File: config.mk
export PLATFORM = sky130hd
export DESIGN_NAME = rst_startup_ctrl
export DESIGN_NICKNAME = d
export VERILOG_FILES = /design/src/rtl/rst_ctrl_pkg.sv /design/src/rtl/rst_pin_filter.sv /design/src/rtl/rst_stage_timer.sv /design/src/rtl/rst_cause_log.sv /design/src/rtl/rst_startup_ctrl.sv
export SDC_FILE = /design/constraint.sdc
export NUM_CORES = 1
export LEC_CHECK = 0
export ABC_CLOCK_PERIOD_IN_PS = 4380
export BUFFER_PORTS_ARGS = -buffer_cell sky130_fd_sc_hd__clkbuf_2
export CAP_MARGIN = 15
export CORE_UTILIZATION = 35
export DETAILED_ROUTE_END_ITERATION = 7
export PLACE_DENSITY = 0.63
export SLEW_MARGIN = 40
export SYNTH_ARGS = -nofsm -noshare
export SYNTH_HDL_FRONTEND = slang
export SYNTH_SLANG_ARGS = --single-unit
File: constraint.sdc
create_clock -name clk -period 4.38 [get_ports clk]
set_clock_uncertainty 0.05 [all_clocks]
set_input_delay 0.657 -clock clk [delete_from_list [all_inputs] [get_ports clk]]
set_output_delay 0.657 -clock clk [all_outputs]
set_load 0.05 [all_outputs]
File: src/rtl/rst_ctrl_pkg.sv
package rst_ctrl_pkg;
   localparam int CAUSE_W = 8;

   typedef enum logic [2:0] {
      CS_POR = 3'd0,
      CS_BOR = 3'd1,
      CS_PGM = 3'd2,
      CS_PIN = 3'd3,
      CS_WDT = 3'd4,
      CS_SW  = 3'd5,
      CS_OVF = 3'd6,
      CS_UNF = 3'd7
   } cause_e;

   typedef logic [CAUSE_W-1:0] cause_t;

   localparam cause_t CAUSE_AT_POR = cause_t'(1) << CS_POR;
endpackage

File: src/rtl/rst_pin_filter.sv
module rst_pin_filter #(
   parameter int FILT_N      = 4,
   parameter int SYNC_STAGES = 2
) (
   input  logic clk,
   input  logic por_n,
   input  logic pin_raw,
   output logic low_seen,
   output logic fire_next
);
   localparam int CW = $clog2(FILT_N + 1);

   generate
      if (FILT_N < 1) begin : g_bad_n
         $error("rst_pin_filter: FILT_N must be at least 1");
      end
      if (SYNC_STAGES < 2) begin : g_bad_sync
         $error("rst_pin_filter: SYNC_STAGES must be at least 2");
      end
   endgenerate

   logic [SYNC_STAGES-1:0] sync_q;
   logic                   smp;
   logic [CW-1:0]          low_cnt;

   always_ff @(posedge clk or negedge por_n) begin
      if (!por_n) sync_q <= '1;
      else        sync_q <= {sync_q[SYNC_STAGES-2:0], pin_raw};
   end

   assign smp = sync_q[SYNC_STAGES-1];

   always_ff @(posedge clk or negedge por_n) begin
      if (!por_n)                      low_cnt <= '0;
      else if (smp)                    low_cnt <= '0;
      else if (low_cnt != CW'(FILT_N)) low_cnt <= low_cnt + 1'b1;
   end

   assign low_seen  = (low_cnt == CW'(FILT_N));
   assign fire_next = !smp && (low_cnt == CW'(FILT_N - 1));

   // filter output only rises after a low synchronised sample
   p_glitch_r3: assert property (@(posedge clk) disable iff (!por_n)
      $rose(low_seen) |-> ($past(smp) == 1'b0));

   // a high synchronised sample drops the filter output at the next edge
   p_high_clears_r2: assert property (@(posedge clk) disable iff (!por_n)
      smp |=> !low_seen);
endmodule

File: src/rtl/rst_stage_timer.sv
module rst_stage_timer #(
   parameter int CYC = 64
) (
   input  logic clk,
   input  logic por_n,
   input  logic load,
   input  logic use_it,
   input  logic run,
   output logic busy
);
   localparam int CW = $clog2(CYC + 1);

   generate
      if (CYC < 1) begin : g_bad_cyc
         $error("rst_stage_timer: CYC must be at least 1");
      end
   endgenerate

   logic [CW-1:0] left;

   always_ff @(posedge clk or negedge por_n) begin
      if (!por_n)                  left <= '0;
      else if (load)               left <= use_it ? CW'(CYC) : '0;
      else if (run && left != '0)  left <= left - 1'b1;
   end

   assign busy = (left != '0);

   // an enabled stage is busy right after its load
   p_load_r8: assert property (@(posedge clk) disable iff (!por_n)
      (load && use_it) |=> busy);

   // a stage waits while the stage before it runs
   p_wait_order_r8: assert property (@(posedge clk) disable iff (!por_n)
      (!load && !run) |=> $stable(left));
endmodule

File: src/rtl/rst_cause_log.sv
module rst_cause_log
   import rst_ctrl_pkg::*;
(
   input  logic   clk,
   input  logic   por_n,
   input  logic   pwr_evt,
   input  cause_t acc,
   input  logic   sw_evt,
   input  logic   wdt_evt,
   input  logic   ovf_evt,
   input  logic   unf_evt,
   output cause_t cause,
   output logic   sw_mark_n,
   output logic   wdt_mark_n,
   output logic   ovf_flag,
   output logic   unf_flag
);
   always_ff @(posedge clk or negedge por_n) begin
      if (!por_n)        cause <= CAUSE_AT_POR;
      else if (|acc)     cause <= acc;
   end

   always_ff @(posedge clk or negedge por_n) begin
      if (!por_n) begin
         sw_mark_n  <= 1'b1;
         wdt_mark_n <= 1'b1;
         ovf_flag   <= 1'b0;
         unf_flag   <= 1'b0;
      end else if (pwr_evt) begin
         sw_mark_n  <= 1'b1;
         wdt_mark_n <= 1'b1;
         ovf_flag   <= 1'b0;
         unf_flag   <= 1'b0;
      end else begin
         if (sw_evt)  sw_mark_n  <= 1'b0;
         if (wdt_evt) wdt_mark_n <= 1'b0;
         if (ovf_evt) ovf_flag   <= 1'b1;
         if (unf_evt) unf_flag   <= 1'b1;
      end
   end


   p_sw_mark_r4: assert property (@(posedge clk) disable iff (!por_n)
      (sw_evt && !pwr_evt) |=> !sw_mark_n);

   p_ovf_flag_r5: assert property (@(posedge clk) disable iff (!por_n)
      (ovf_evt && !pwr_evt) |=> ovf_flag);
   p_unf_flag_r5: assert property (@(posedge clk) disable iff (!por_n)
      (unf_evt && !pwr_evt) |=> unf_flag);

   p_wdt_mark_r6: assert property (@(posedge clk) disable iff (!por_n)
      (wdt_evt && !pwr_evt) |=> !wdt_mark_n);

   p_pwr_clears_r7: assert property (@(posedge clk) disable iff (!por_n)
      pwr_evt |=> (sw_mark_n && wdt_mark_n && !ovf_flag && !unf_flag));

   p_cause_hold_r10: assert property (@(posedge clk) disable iff (!por_n)
      (acc == '0) |=> $stable(cause));
endmodule

File: src/rtl/rst_startup_ctrl.sv
module rst_startup_ctrl
   import rst_ctrl_pkg::*;
#(
   parameter int PWRT_CYC    = 64,
   parameter int OST_CYC     = 1024,
   parameter int FILT_N      = 4,
   parameter int SYNC_STAGES = 2
) (
   input  logic               clk,
   input  logic               por_n,
   input  logic               bor_evt,
   input  logic               pgm_exit_evt,
   input  logic               wdt_evt,
   input  logic               swrst_evt,
   input  logic               stk_ovf_evt,
   input  logic               stk_unf_evt,
   input  logic               xrst_pin,
   input  logic               cfg_pin_rst_en,
   input  logic               cfg_lv_prog,
   input  logic               cfg_stk_rst_en,
   input  logic               cfg_pwrt_en,
   input  logic               cfg_osc_wait,
   output logic               core_reset,
   output logic [CAUSE_W-1:0] cause,
   output logic               sw_mark_n,
   output logic               wdt_mark_n,
   output logic               stk_ovf_flag,
   output logic               stk_unf_flag
);
   generate
      if (PWRT_CYC < 0 || OST_CYC < 0) begin : g_bad_len
         $error("rst_startup_ctrl: delay lengths must not be negative");
      end
   endgenerate

   logic   pwr_evt, start_q, soft_q;
   logic   pin_en, low_seen, fire_next, pin_hold, pin_fire;
   logic   pwrt_busy, ost_busy;
   logic   stk_take;
   cause_t acc;

   assign pwr_evt = bor_evt | pgm_exit_evt;

   always_ff @(posedge clk or negedge por_n) begin
      if (!por_n) start_q <= 1'b1;
      else        start_q <= pwr_evt;
   end

   // external pin path
   assign pin_en = cfg_pin_rst_en | cfg_lv_prog;

   rst_pin_filter #(
      .FILT_N      (FILT_N),
      .SYNC_STAGES (SYNC_STAGES)
   ) u_pin (
      .clk       (clk),
      .por_n     (por_n),
      .pin_raw   (xrst_pin),
      .low_seen  (low_seen),
      .fire_next (fire_next)
   );

   assign pin_hold = pin_en & low_seen;
   assign pin_fire = pin_en & fire_next;

   // start-up stages: power-up delay first, oscillator settle second
   generate
      if (PWRT_CYC > 0) begin : g_pwrt
         rst_stage_timer #(.CYC(PWRT_CYC)) u_tmr (
            .clk    (clk),
            .por_n  (por_n),
            .load   (start_q),
            .use_it (cfg_pwrt_en),
            .run    (1'b1),
            .busy   (pwrt_busy)
         );
      end else begin : g_no_pwrt
         assign pwrt_busy = 1'b0;
      end

      if (OST_CYC > 0) begin : g_ost
         rst_stage_timer #(.CYC(OST_CYC)) u_tmr (
            .clk    (clk),
            .por_n  (por_n),
            .load   (start_q),
            .use_it (cfg_osc_wait),
            .run    (!pwrt_busy),
            .busy   (ost_busy)
         );
      end else begin : g_no_ost
         assign ost_busy = 1'b0;
      end
   endgenerate

   // one-cycle holds from core-side sources
   assign stk_take = cfg_stk_rst_en & (stk_ovf_evt | stk_unf_evt);

   always_ff @(posedge clk or negedge por_n) begin
      if (!por_n) soft_q <= 1'b0;
      else        soft_q <= wdt_evt | swrst_evt | stk_take;
   end

   always_comb begin
      acc         = '0;
      acc[CS_BOR] = bor_evt;
      acc[CS_PGM] = pgm_exit_evt;
      acc[CS_PIN] = pin_fire;
      acc[CS_WDT] = wdt_evt;
      acc[CS_SW]  = swrst_evt;
      acc[CS_OVF] = stk_ovf_evt & cfg_stk_rst_en;
      acc[CS_UNF] = stk_unf_evt & cfg_stk_rst_en;
   end

   rst_cause_log u_log (
      .clk        (clk),
      .por_n      (por_n),
      .pwr_evt    (pwr_evt),
      .acc        (acc),
      .sw_evt     (swrst_evt),
      .wdt_evt    (wdt_evt),
      .ovf_evt    (stk_ovf_evt),
      .unf_evt    (stk_unf_evt),
      .cause      (cause),
      .sw_mark_n  (sw_mark_n),
      .wdt_mark_n (wdt_mark_n),
      .ovf_flag   (stk_ovf_flag),
      .unf_flag   (stk_unf_flag)
   );

   assign core_reset = start_q | pwrt_busy | ost_busy | pin_hold | soft_q;

   // with the pin function off, the pin cause bit never rises
   p_pin_off_r1: assert property (@(posedge clk) disable iff (!por_n)
      (!cfg_pin_rst_en && !cfg_lv_prog) |=> !$rose(cause[CS_PIN]));

   // a supply-type event holds the core on the next cycle
   p_restart_r7: assert property (@(posedge clk) disable iff (!por_n)
      pwr_evt |=> core_reset);

   // core-side events hold the core on the next cycle
   p_soft_hold_r6: assert property (@(posedge clk) disable iff (!por_n)
      (wdt_evt || swrst_evt) |=> core_reset);

   // stack events without the enable add no cause bit
   p_stk_off_r5: assert property (@(posedge clk) disable iff (!por_n)
      (!cfg_stk_rst_en && !bor_evt && !pgm_exit_evt) |=>
         !$rose(cause[CS_OVF]) && !$rose(cause[CS_UNF]));
endmodule

# After elaboration in Yosys (flattened, before gate mapping)
# Index checks and enable logic that the tools add are counted.
[totals]
in_bits = 14
out_inout_bits = 13
reg_bits = 37
elab_cells = 61
[classes]
n_mux = 16
n_addsub = 3
eq_ne = 3
n_bitwise = 14
n_reduce_logical = 14
[op_table]
columns = ["op", "n"]
rows = [
  ["two-way mux 11 bit", 3],
  ["two-way mux 7 bit", 3],
  ["nonzero test 2 bit", 7],
  ["nonzero test 11 bit", 1],
  ["subtractor 11 x 1 -> 11 bit (second input constant)", 1],
  ["OR 1 bit", 9],
  ["two-way mux 1 bit", 8],
  ["nonzero test 7 bit", 1],
  ["OR reduction 7 bit", 1],
  ["subtractor 7 x 1 -> 7 bit (second input constant)", 1],
  ["two-way mux 3 bit", 2],
  ["AND 1 bit", 5],
  ["adder 3 x 1 -> 3 bit (second input constant)", 1],
  ["equality test 3 x 2 -> 1 bit (second input constant)", 1],
  ["equality test 3 bit (second input constant)", 1],
  ["inequality test 3 bit (second input constant)", 1],
  ["logical AND 1 bit", 2],
  ["logical NOT 1 bit", 2],
]

# Longest topological paths before layout
[logic_depth]
depth_word = 5
mapped_depth = 7
depth_no_buf = 6

# Modules after synthesis
# From an unflattened synthesis, not the netlist that was laid out.
[unflattened]
hier_cells = 186
area_unflattened_um2 = 1901.8
[modules_own_cells]
columns = ["mod", "area_each_um2", "instances", "cells_each", "seq_area_each_um2"]
rows = [
  ["rst_stage_timer at g_ost.u_tmr", 623.1, 1, 65, 275.3],
  ["rst_cause_log", 509.2, 1, 42, 304.0],
  ["rst_stage_timer at g_pwrt.u_tmr", 414.1, 1, 45, 175.2],
  ["rst_pin_filter", 236.5, 1, 21, 127.6],
  ["rst_startup_ctrl", 118.9, 1, 13, 51.3],
]

# Worst setup path before layout
# OpenSTA, ideal clock, no wires.
[synth_path]
path_kind = "reg2out"
startpoint = "reg g_pwrt.u_tmr.left[0]"
endpoint = "out core_reset"
t_required_ns = 3.673
path_buffers = 1
stages_incl_launch_ff = 8
t_arrival_ns = 1.935
path_slack_ns = 1.738
cell_sequence = "dfrtp_1 inv_1 ha_1 nor3b_4 nand2_2 buf_2 nor4_1 o211ai_1"
[synth_between]
elab_chain_len = 5
[synth_lines]
columns = ["element", "line_no", "rtl"]
rows = [
  ["start: declaration", "rst_stage_timer.sv:19", "logic [CW-1:0] left;"],
  ["start signal: assignment", "rst_stage_timer.sv:23", "else if (load) left <= use_it ? CW'(CYC) : '0;"],
  ["start signal: assignment", "rst_stage_timer.sv:24", "else if (run && left != '0) left <= left - 1'b1;"],
  ["nonzero test 7 bit", "rst_stage_timer.sv:27", "assign busy = (left != '0);"],
  ["OR 1 bit (4 in series)", "rst_startup_ctrl.sv:130", "assign core_reset = start_q | pwrt_busy | ost_busy | pin_hold | soft_q;"],
  ["end: declaration", "rst_startup_ctrl.sv:23", "output logic core_reset,"],
]
# No other way between the ends.

# Final worst setup path
# Same ends and word-level chain as after synthesis.

==> flow_summary.yaml <==
critical_path:
  crit_path_cell_trace: "inv_1 > ha_1 > nor3b_4 > nand2_2 > nor4_1 > o211ai_1 > clkbuf_2"
  startpoint_type: "flop"
  path_max_fanout: 12
  startpoint: "g_pwrt.u_tmr.left[0]"
  max_stage_delay_ps: 380
  cp.required_ps: 3670
  crit_path_end_kind: "output pin"
  rr_startpoint: "g_pwrt.u_tmr.left[0]"
  cp_slowest_cell: "dfrtp_1"
  arrival_ps: 2300
  critPathKind: "flop to output pin"
floorplan:
  fp.dieW_um: 73.3
  ioPinCount: 27
  row_count: 25
  dieHeight_um: 73.3
  start_util: 0.370
  die-area_mm2: 0.00538
  core_area_mm2: 0.00482
route:
  vias: 1291
  routed_wl_um: 3130
  drt_iter0_markers: 46
  drc: 0
  drtAntennaViolNets: 0
  via_per_inst: 4.82
  drt-pass1-iter-count: 4
  post_drt_wl_per_cell_um: 11.7
timing:
  worst_slew_pin_slew_ps: 728
  slew-limit-headroom: 0.511
  drv_slew: 0
  fmax_mhz: 333
  holdWs_ps: 298
  setup_viol: 0
  fin_crit_sh: 0.686
  rsz0062_at_grt: "false"
  hold_viol: 0
  period_needed_ps: 3000
  finalSetupTns_ps: 0
clock_tree:
  path_clk_slew_ps: 80
  cts_resized: 0
  cts_sinks: 37
  insertion_delay_ps: 280
  cts_hold_buffers: 0
  cts_tree: "yes"
  clockRootBuffer: "clkbuf_8"
  cts-buffers-inserted: 5
  cts_max_path_buffers: 2
  htreeDepth: 2
  cts_setup_buffers: 0
global_routing:
  grt_pass1_vias: 1184
  grt_max_degree: 38
  grt_util_all_layers: 0.130
  grt_overflow: 0
  antenna_found_initial: 0
  grt_pass1_wl_um: 5290
place:
  io_buffers: 26
  gp_congestion: 0.771
  dp_hpwl_um: 2260
synthesis:
  synth_cell_types: 38
  synth_area_leader_cell: "dfrtp_1"
  netlist_instances: 170
  yosysMostFrequentCell: "dfrtp_1"
  synthFlopType: "dfrtp_1"
  syn_avg_cell_area_um2: 10.5
  seq_area_frac_synth: 0.524
  yosys.area.top_type_share: 0.436
  synth_warnings: 0
  synth-seq-cells: 37
  netlist_top_cells_area: "dfrtp_1 44%, dfstp_2 8.9%, nor2_1 4.8%"
  syn_area_mm2: 0.00178
  synth_edf_count: 0
  yosys-top-cells-count: "31 x dfrtp_1, 23 x nor2_1, 11 x a21oi_1"
  async_reset_ff_frac: 1.00
  synth_nets: 190
min_path:
  hp-class: "input port to async pin"
finish:
  area_delta_synth_final_pct: 18.2
  drive_gt1_frac: 0.239
  diodes: 0
  nNetsFinal: 220
power_and_ir_drop:
  p_leak_nw: 0.993
  powerDensity_mw_per_mm2: 509
  vdd_ir_drop_max_v: 0.000217
status:
  outcome: "complete, no violations"
flow_run:
  max_cap_viol_count: 0
-- cells by family (layout without fill, tap and decap cells) --
kind of cell / after synthesis / count (layout) / share of synthesized area
AND/OR/NAND/NOR: 73 / 73 / 0.240
flip-flops: 37 / 37 / 0.524
AO/OA/AOI/OAI: 33 / 33 / 0.122
buffers and inverters: 13 / 44 / 0.0281
adder cells (fa/ha/maj): 6 / 6 / 0.0422
XOR/XNOR: 4 / 4 / 0.0197
multiplexers: 4 / 4 / 0.0239
-- metal layers --
metal | vias up | wire, um | global-route usage
li1 | 654 | - | -
met1 | 604 | 1500 | 0.162
met2 | 29 | 1450 | 0.213
met3 | 4 | 155 | 0.0453
met4 | 0 | 25 | 0.0385
met5 | - | 0 | 0
-- registers in the layout (all words and copies together) (netlist names) --
register           flops
g_ost.u_tmr.left      11
g_pwrt.u_tmr.left      7
soft_q                 1
start_q                1
u_log.cause            8
u_log.ovf_flag         1
u_log.sw_mark_n        1
u_log.unf_flag         1
u_log.wdt_mark_n       1
u_pin.low_cnt          3
u_pin.sync_q           2
-- stage by stage --
step	setup WS [ps]	cells	util	total power, mW	instance area, um^2
2_1_floorplan	1740	170	-	0.699	1780
3_3_place_gp	1710	260	0.411	0.766	1980
3_5_place_dp	1680	260	0.412	0.768	1980
4_1_cts	1350	268	0.437	1.08	2100
5_1_grt	1190	268	0.437	1.14	2100
6_report	1380	268	0.437	1.07	2100
-- report_power, final --
| group | internal [mW] | switching, mW |
|---|---|---|
| Clock | 0.185 | 0.124 |
| Combinational | 0.140 | 0.193 |
| Sequential | 0.385 | 0.0437 |
| Total | 0.710 | 0.361 |
-- placed cells by master (no fill, tap or decap), types with 3 or more instances in the layout --
master	n
or3_1	6
xnor2_1	4
a21o_1	4
nand3_1	3
or4_1	3
nand2_1	9
nor3_1	4
nor2b_1	5
nor2_1	23
inv_1	10
o21ai_0	7
clkbuf_2	25
clkbuf_8	6
dfstp_2	6
nand2b_1	4
a21oi_1	11
dfrtp_1	31
ha_1	6
-- path summary, 6_finish.rpt --
| path | cells after the start | end | slack [ps] |
|---|---|---|---|
| worst min register to register | 0 | u_pin.sync_q[1] | 310 |
| worst max-delay path | 7 | core_reset | 1380 |
| min in group clk | 0 | u_pin.sync_q[1] | 310 |
| worst min-delay path | 1 | g_pwrt.u_tmr.left[4] | 300 |
| max in group asynchronous | 1 | u_log.wdt_mark_n | 3600 |
| worst max register to register | 6 | g_ost.u_tmr.left[7] | 2330 |
-- area by class of cell --
type / instances / area, um^2
fillers: 477 / 2710
clock buffers: 6 / 82.6
flip-flops and latches: 37 / 933
inverters: 10 / 37.5
well taps: 67 / 83.8
multi-input cells: 120 / 797
repair buffers: 26 / 133
clock inverters: 2 / 37.5
-- critical path, delay by kind of cell (launching register included) --
family | cells | cell delay [ps]
AO/OA/AOI/OAI | 1 | 160
adder cells (fa/ha/maj) | 1 | 180
buffers and inverters | 2 | 380
flip-flops | 1 | 380
AND/OR/NAND/NOR | 3 | 920
No activity file was read; power rests on OpenSTA's default activity.
